--- src/rtl/asram_pkg.sv ---
package asram_pkg;

    typedef enum logic [2:0] {
        ST_IDLE,
        ST_WADDR,
        ST_WPULSE,
        ST_WHOLD,
        ST_READ,
        ST_TURN
    } seq_state_e;

    typedef struct packed {
        logic ce_n;
        logic we_n;
        logic oe_n;
        logic drv;
    } strobe_t;

    localparam strobe_t STROBE_OFF = '{ce_n: 1'b1, we_n: 1'b1, oe_n: 1'b1, drv: 1'b0};

    function automatic int ns2cyc(input int ns, input int clk_ns);
        int c;
        c = (ns + clk_ns - 1) / clk_ns;
        return (c < 1) ? 1 : c;
    endfunction

    function automatic int imax(input int a, input int b);
        return (a > b) ? a : b;
    endfunction

    function automatic strobe_t decode(input seq_state_e s);
        strobe_t o;
        o = STROBE_OFF;
        case (s)
            ST_WADDR:  o = '{ce_n: 1'b0, we_n: 1'b1, oe_n: 1'b1, drv: 1'b1};
            ST_WPULSE: o = '{ce_n: 1'b0, we_n: 1'b0, oe_n: 1'b1, drv: 1'b1};
            ST_WHOLD:  o = '{ce_n: 1'b0, we_n: 1'b1, oe_n: 1'b1, drv: 1'b1};
            ST_READ:   o = '{ce_n: 1'b0, we_n: 1'b1, oe_n: 1'b0, drv: 1'b0};
            default:   o = STROBE_OFF;
        endcase
        return o;
    endfunction

endpackage

--- src/rtl/asram_timer.sv ---
module asram_timer #(
    parameter int CW = 4
) (
    input  logic          clk,
    input  logic          rst,
    input  logic          load,
    input  logic [CW-1:0] load_val,
    output logic          zero
);
    logic [CW-1:0] cnt_q;

    always_ff @(posedge clk) begin
        if (rst)
            cnt_q <= '0;
        else if (load)
            cnt_q <= load_val;
        else if (cnt_q != '0)
            cnt_q <= cnt_q - 1'b1;
    end

    assign zero = (cnt_q == '0);
endmodule

--- src/rtl/asram_seq.sv ---
module asram_seq
    import asram_pkg::*;
#(
    parameter int WP_CYC   = 2,
    parameter int RD_CYC   = 3,
    parameter int TURN_CYC = 1,
    parameter int CW       = 4
) (
    input  logic    clk,
    input  logic    rst,
    input  logic    req_valid,
    input  logic    req_write,
    output logic    req_ready,
    output logic    accept,
    output logic    capture,
    output logic    done,
    output strobe_t ctrl
);
    seq_state_e    state_q, state_d;
    logic          tload;
    logic [CW-1:0] tval;
    logic          tzero;
    logic          done_q;
    strobe_t       ctrl_q;
    logic [7:0]    wlen_q;

    asram_timer #(.CW(CW)) u_timer (
        .clk      (clk),
        .rst      (rst),
        .load     (tload),
        .load_val (tval),
        .zero     (tzero)
    );

    assign req_ready = (state_q == ST_IDLE);
    assign accept    = req_valid && req_ready;

    always_comb begin
        state_d = state_q;
        tload   = 1'b0;
        tval    = '0;
        capture = 1'b0;
        case (state_q)
            ST_IDLE: if (accept) begin
                tload = 1'b1;
                if (req_write) begin
                    state_d = ST_WADDR;
                end else begin
                    state_d = ST_READ;
                    tval    = CW'(RD_CYC - 1);
                end
            end
            ST_WADDR: begin
                state_d = ST_WPULSE;
                tload   = 1'b1;
                tval    = CW'(WP_CYC - 1);
            end
            ST_WPULSE: if (tzero) state_d = ST_WHOLD;
            ST_WHOLD:  state_d = ST_IDLE;
            ST_READ: if (tzero) begin
                capture = 1'b1;
                state_d = ST_TURN;
                tload   = 1'b1;
                tval    = CW'(TURN_CYC - 1);
            end
            ST_TURN: if (tzero) state_d = ST_IDLE;
            default: state_d = ST_IDLE;
        endcase
    end

    always_ff @(posedge clk) begin
        if (rst) begin
            state_q <= ST_IDLE;
            ctrl_q  <= STROBE_OFF;
            done_q  <= 1'b0;
            wlen_q  <= '0;
        end else begin
            state_q <= state_d;
            ctrl_q  <= decode(state_d);
            done_q  <= capture || (state_q == ST_WHOLD);
            wlen_q  <= ctrl_q.we_n ? 8'd0 : ((wlen_q == 8'hFF) ? wlen_q : wlen_q + 8'd1);
        end
    end

    assign ctrl = ctrl_q;
    assign done = done_q;

    AST_OE_NO_DRIVE: assert property (@(posedge clk) disable iff (rst)
        !ctrl_q.oe_n |-> !ctrl_q.drv);
    AST_WE_OE_EXCL: assert property (@(posedge clk) disable iff (rst)
        !ctrl_q.we_n |-> ctrl_q.oe_n);
    AST_DONE_PULSE: assert property (@(posedge clk) disable iff (rst)
        done_q |=> !done_q);
    AST_TURN_GAP: assert property (@(posedge clk) disable iff (rst)
        $rose(ctrl_q.oe_n) |-> !req_ready);
    AST_IDLE_PINS: assert property (@(posedge clk) disable iff (rst)
        req_ready |-> (ctrl_q.ce_n && !ctrl_q.drv));
    AST_WP_MIN: assert property (@(posedge clk) disable iff (rst)
        $rose(ctrl_q.we_n) |-> (int'(wlen_q) >= WP_CYC));
endmodule

--- src/rtl/asram_datapath.sv ---
module asram_datapath
    import asram_pkg::*;
#(
    parameter int ADDR_W = 18,
    parameter int DATA_W = 16,
    parameter int NLANE  = 2
) (
    input  logic              clk,
    input  logic              rst,
    input  logic              accept,
    input  logic              capture,
    input  strobe_t           ctrl,
    input  logic [ADDR_W-1:0] req_addr,
    input  logic [DATA_W-1:0] req_wdata,
    input  logic [NLANE-1:0]  req_be,
    input  logic [DATA_W-1:0] mem_dq_i,
    output logic [ADDR_W-1:0] mem_addr,
    output logic [DATA_W-1:0] mem_dq_o,
    output logic [NLANE-1:0]  lane_n,
    output logic [DATA_W-1:0] rdata
);
    logic [ADDR_W-1:0] addr_q;
    logic [DATA_W-1:0] wdata_q;
    logic [NLANE-1:0]  be_q;
    logic [DATA_W-1:0] rdata_q;

    always_ff @(posedge clk) begin
        if (rst) begin
            addr_q  <= '0;
            wdata_q <= '0;
            be_q    <= '0;
        end else if (accept) begin
            addr_q  <= req_addr;
            wdata_q <= req_wdata;
            be_q    <= req_be;
        end
    end

    for (genvar l = 0; l < NLANE; l++) begin : g_lane
        assign lane_n[l] = ctrl.ce_n || !be_q[l];
        always_ff @(posedge clk) begin
            if (rst)
                rdata_q[l*8 +: 8] <= '0;
            else if (capture)
                rdata_q[l*8 +: 8] <= be_q[l] ? mem_dq_i[l*8 +: 8] : 8'h00;
        end
    end

    assign mem_addr = addr_q;
    assign mem_dq_o = wdata_q;
    assign rdata    = rdata_q;

    AST_ADDR_HOLD: assert property (@(posedge clk) disable iff (rst)
        !ctrl.we_n |-> $stable(addr_q));
    AST_LANE_IDLE: assert property (@(posedge clk) disable iff (rst)
        ctrl.ce_n |-> (lane_n == '1));
endmodule

--- src/rtl/asram_ctrl.sv ---
module asram_ctrl
    import asram_pkg::*;
#(
    parameter int ADDR_W  = 18,
    parameter int DATA_W  = 16,
    parameter int CLK_NS  = 10,
    parameter int T_WP_NS = 15,
    parameter int T_DS_NS = 10,
    parameter int T_AA_NS = 25,
    parameter int T_RC_NS = 25,
    parameter int T_OE_NS = 10,
    parameter int T_HZ_NS = 10
) (
    input  logic                  clk,
    input  logic                  rst,
    input  logic                  req_valid,
    output logic                  req_ready,
    input  logic                  req_write,
    input  logic [ADDR_W-1:0]     req_addr,
    input  logic [DATA_W-1:0]     req_wdata,
    input  logic [DATA_W/8-1:0]   req_be,
    output logic                  rsp_done,
    output logic [DATA_W-1:0]     rsp_rdata,
    output logic                  mem_ce_n,
    output logic                  mem_we_n,
    output logic                  mem_oe_n,
    output logic                  mem_ub_n,
    output logic                  mem_lb_n,
    output logic [ADDR_W-1:0]     mem_addr,
    output logic [DATA_W-1:0]     mem_dq_o,
    output logic                  mem_dq_oe,
    input  logic [DATA_W-1:0]     mem_dq_i
);
    localparam int NLANE    = DATA_W / 8;
    localparam int WP_CYC   = ns2cyc(imax(T_WP_NS, T_DS_NS), CLK_NS);
    localparam int RD_CYC   = ns2cyc(imax(imax(T_AA_NS, T_RC_NS), T_OE_NS), CLK_NS);
    localparam int TURN_CYC = ns2cyc(T_HZ_NS, CLK_NS);
    localparam int CW       = $clog2(imax(imax(WP_CYC, RD_CYC), TURN_CYC) + 1);

    logic             accept;
    logic             capture;
    strobe_t          ctrl;
    logic [NLANE-1:0] lane_n;

    asram_seq #(
        .WP_CYC   (WP_CYC),
        .RD_CYC   (RD_CYC),
        .TURN_CYC (TURN_CYC),
        .CW       (CW)
    ) u_seq (
        .clk       (clk),
        .rst       (rst),
        .req_valid (req_valid),
        .req_write (req_write),
        .req_ready (req_ready),
        .accept    (accept),
        .capture   (capture),
        .done      (rsp_done),
        .ctrl      (ctrl)
    );

    asram_datapath #(
        .ADDR_W (ADDR_W),
        .DATA_W (DATA_W),
        .NLANE  (NLANE)
    ) u_dp (
        .clk       (clk),
        .rst       (rst),
        .accept    (accept),
        .capture   (capture),
        .ctrl      (ctrl),
        .req_addr  (req_addr),
        .req_wdata (req_wdata),
        .req_be    (req_be),
        .mem_dq_i  (mem_dq_i),
        .mem_addr  (mem_addr),
        .mem_dq_o  (mem_dq_o),
        .lane_n    (lane_n),
        .rdata     (rsp_rdata)
    );

    assign mem_ce_n  = ctrl.ce_n;
    assign mem_we_n  = ctrl.we_n;
    assign mem_oe_n  = ctrl.oe_n;
    assign mem_dq_oe = ctrl.drv;
    assign mem_lb_n  = lane_n[0];
    assign mem_ub_n  = lane_n[NLANE-1];
endmodule

--- config.mk ---
export PLATFORM = sky130hd
export DESIGN_NAME = asram_ctrl
export DESIGN_NICKNAME = d
export VERILOG_FILES = /design/src/rtl/asram_pkg.sv /design/src/rtl/asram_timer.sv /design/src/rtl/asram_seq.sv /design/src/rtl/asram_datapath.sv /design/src/rtl/asram_ctrl.sv
export SDC_FILE = /design/constraint.sdc
export NUM_CORES = 1
export LEC_CHECK = 0
export BUFFER_PORTS_ARGS = -buffer_cell sky130_fd_sc_hd__buf_2
export CORE_ASPECT_RATIO = 1.2
export CORE_UTILIZATION = 47
export DETAILED_ROUTE_END_ITERATION = 7
export PLACE_DENSITY_LB_ADDON = 0.3
export SYNTH_ARGS = -nofsm -noshare
export SYNTH_HDL_FRONTEND = slang
export SYNTH_SLANG_ARGS = --single-unit
--- constraint.sdc ---
create_clock -name clk -period 2.14 [get_ports clk]
set_input_delay 0 -clock clk [delete_from_list [all_inputs] [get_ports clk]]
set_output_delay 0 -clock clk [all_outputs]
set_load 0.005 [all_outputs]
==> results.cfg <==
[floorplan]
die_w_um = 70.8
core_um2 = 5370
dieArea_um2 = 5980
rows = 29
initial_core_util_pct = 49.7
fp.dieH_um = 84.5
io_pins = 114

[placed_design]
hpwl_mm = 3.76
gp_congestion = 0.706
numPortBuffers = 113

[synthesis]
netlist_instances = 290
synthFlopType = dfxtp_1
async_reset_ff_share_pct = 0
synthTopCellsByArea = dfxtp_1 (47%), a21oi_2 (9.8%), nand2_1 (8.7%), nand2_2 (7.0%), a21oi_1 (5.3%)
synth_top_cell_by_area = dfxtp_1
syn_avg_cell_area_um2 = 9.20
syn_area_um2 = 2670
ys_types = 40
synth_warnings = 0
synth.cells.most_frequent = dfxtp_1 (62), nand2_1 (62), a21oi_2 (30), nand2_2 (30), a21oi_1 (28)
seq_area_frac_synth_pct = 46.5
synth_edf_count = 0
syn_nets = 347
ys_ff_latch = 62
yosys.area.top_type_share_pct = 46.5

[timing]
slew_headroom_pct = 63.4
skew_ns = 0.00543
hold_slack_ns = 0.0269
fin_tns_setup_ns = 0
hold_viol = 0
min_period_ns = 1.74
setup_viol = 0
maxSlewViolCount = 0
rsz0062_at_grt = false
min_period_over_period_pct = 81.4
fmax_mhz = 574
tightest_slew_ns = 0.548

[cts]
cts_tree = built
insertion_delay_ns = 0.33
root_buffer = clkbuf_8
clock-sinks = 62
post_cts_resized = 0
cts.path.max_buffers = 2
htree_levels = 3
holdBufCountCts = 52
cts_made_buffers = 9
post-cts-setup-buffers = 0
clkSlewWorstSetupHoldPaths_ns = 0.06

[route]
viasPerCell = 4.89
first_iter_violations = 94
post-route-drc-count = 18
vias = 2519
finalWirelength_mm = 6.89
drt.antenna.violating_nets = 0
wl_per_cell_um = 13.4
drtPass1Iterations = 7

[final_layout]
area_delta_synth_final_pct = 44.6
diodes = 0
drive_above_1_share_pct = 43.9
final_util_pct = 71.8
num-nets-final = 505

[global_routing]
antenna_found_initial = 0
overflow = 0
first_global_vias = 2484
grt_max_degree = 28
grt_pass1_wl_mm = 11.0
grt_usage_pct = 23.4

[worst_setup_path]
reg2reg_depth = 5
crit_path_end_kind = flip-flop
critPathRequiredTime_ns = 2.39
critPathLaunchType = flip-flop
criticalPathCategory = reg -> reg
cp.arrival_ns = 1.99
worst-path-max-fanout = 21

[run_status]
status = complete, but fails checks
violations = DRC

[power_and_ir_drop]
p_leak_nw = 1.66
powerDensity_nw_per_um2 = 860
ir_drop_v = 0.000502

[run]
max_cap_viol_count = 0

[worst_hold_path]
worst_hold_path.num_cells = 2
hp-class = in -> reg
worst max-delay path, cell delays in order (launching register included):
cell	delay, ns
dfxtp_1	0.46
nor3b_4	0.30
and2b_4	0.39
buf_12	0.22
nand2_1	0.10
a21oi_1	0.17
routing by layer:
layer | track usage, % | vias up | routed length (µm)
li1 | - | 1281 | -
met2 | 42.5 | 81 | 3590
met3 | 4.80 | 12 | 344
met4 | 11.3 | 0 | 123
met1 | 25.7 | 1145 | 2840
met5 | 0 | - | 0
logic make-up after synthesis:
| family | Yosys count | synth area share [%] |
|---|---|---|
| AO/OA/AOI/OAI | 68 | 18.3 |
| adder cells (fa/ha/maj) | 1 | 0.469 |
| XOR/XNOR | 2 | 0.657 |
| flip-flops | 62 | 46.5 |
| buffers and inverters | 27 | 9.24 |
| AND/OR/NAND/NOR | 130 | 24.8 |
through the flow:
step                      total power [mW]  std cells  worst slack [ns]  instance area [µm²]
final                                 3.32        515             0.397                 3860
after global routing                  3.50        515             0.337                 3860
after CTS                             3.33        515             0.486                 3860
after detailed placement              2.23        447             0.497                 3140
after global placement                2.22        447             0.547                 3140
after floorplan                       2.07        290             0.659                 2670
where the power goes:
| part | internal (mW) | switching [mW] | leakage, nW |
|---|---|---|---|
| Combinational | 0.424 | 0.465 | 1.05 |
| Sequential | 1.29 | 0.120 | 0.506 |
| Clock | 0.596 | 0.423 | 0.106 |
| Total | 2.31 | 1.01 | 1.66 |
flip-flops by register name, summed over array words and instances, names as in the netlist:
name,cells
u_dp.mem_dq_o,16
u_dp.be_q,2
u_seq.state_q,3
u_dp.mem_addr,18
u_seq.done,1
u_seq.u_timer.cnt_q,2
u_dp.rdata,16
u_seq.ctrl,4
cells in the final DEF (no fill, tap or decap), types with 2 or more instances in the layout:
cell type      synthesis  layout
buf_4                  4       6
nor3_1                 3       3
buf_2                  8     113
nand2_1               62      62
a32oi_1                2       2
nand2b_1               3       3
nand2_2               30      30
a21oi_1               28      28
clkbuf_8               0      11
nor2_1                 4       4
a21oi_2               30      30
inv_1                  2       2
dfxtp_1               62      62
dlygate4sd3_1          0      52
nand3_1               17      17
nand4bb_1              2       2
clkinv_2               0       3
area by class of cell:
type | instances | area, µm²
Sequential cell | 62 | 1240
Inverter | 2 | 7.51
Clock inverter | 4 | 45.0
Clock buffer | 12 | 155
Timing Repair Buffer | 172 | 1150
Tap cell | 62 | 77.6
Fill cell | 423 | 1510
Multi-Input combinational cell | 201 | 1180
final timing paths:
| path | startpoint | endpoint | slack (ns) |
|---|---|---|---|
| hold reg to reg | u_dp.rdata[8] | u_dp.rdata[8] | 0.45 |
| hold / removal | rst | u_dp.rdata[1] | 0.03 |
| setup / recovery | u_seq.state_q[1] | u_dp.mem_dq_o[10] | 0.40 |
| setup reg to reg | u_seq.state_q[1] | u_dp.mem_dq_o[10] | 0.40 |
(Power assumes the default switching activity.)
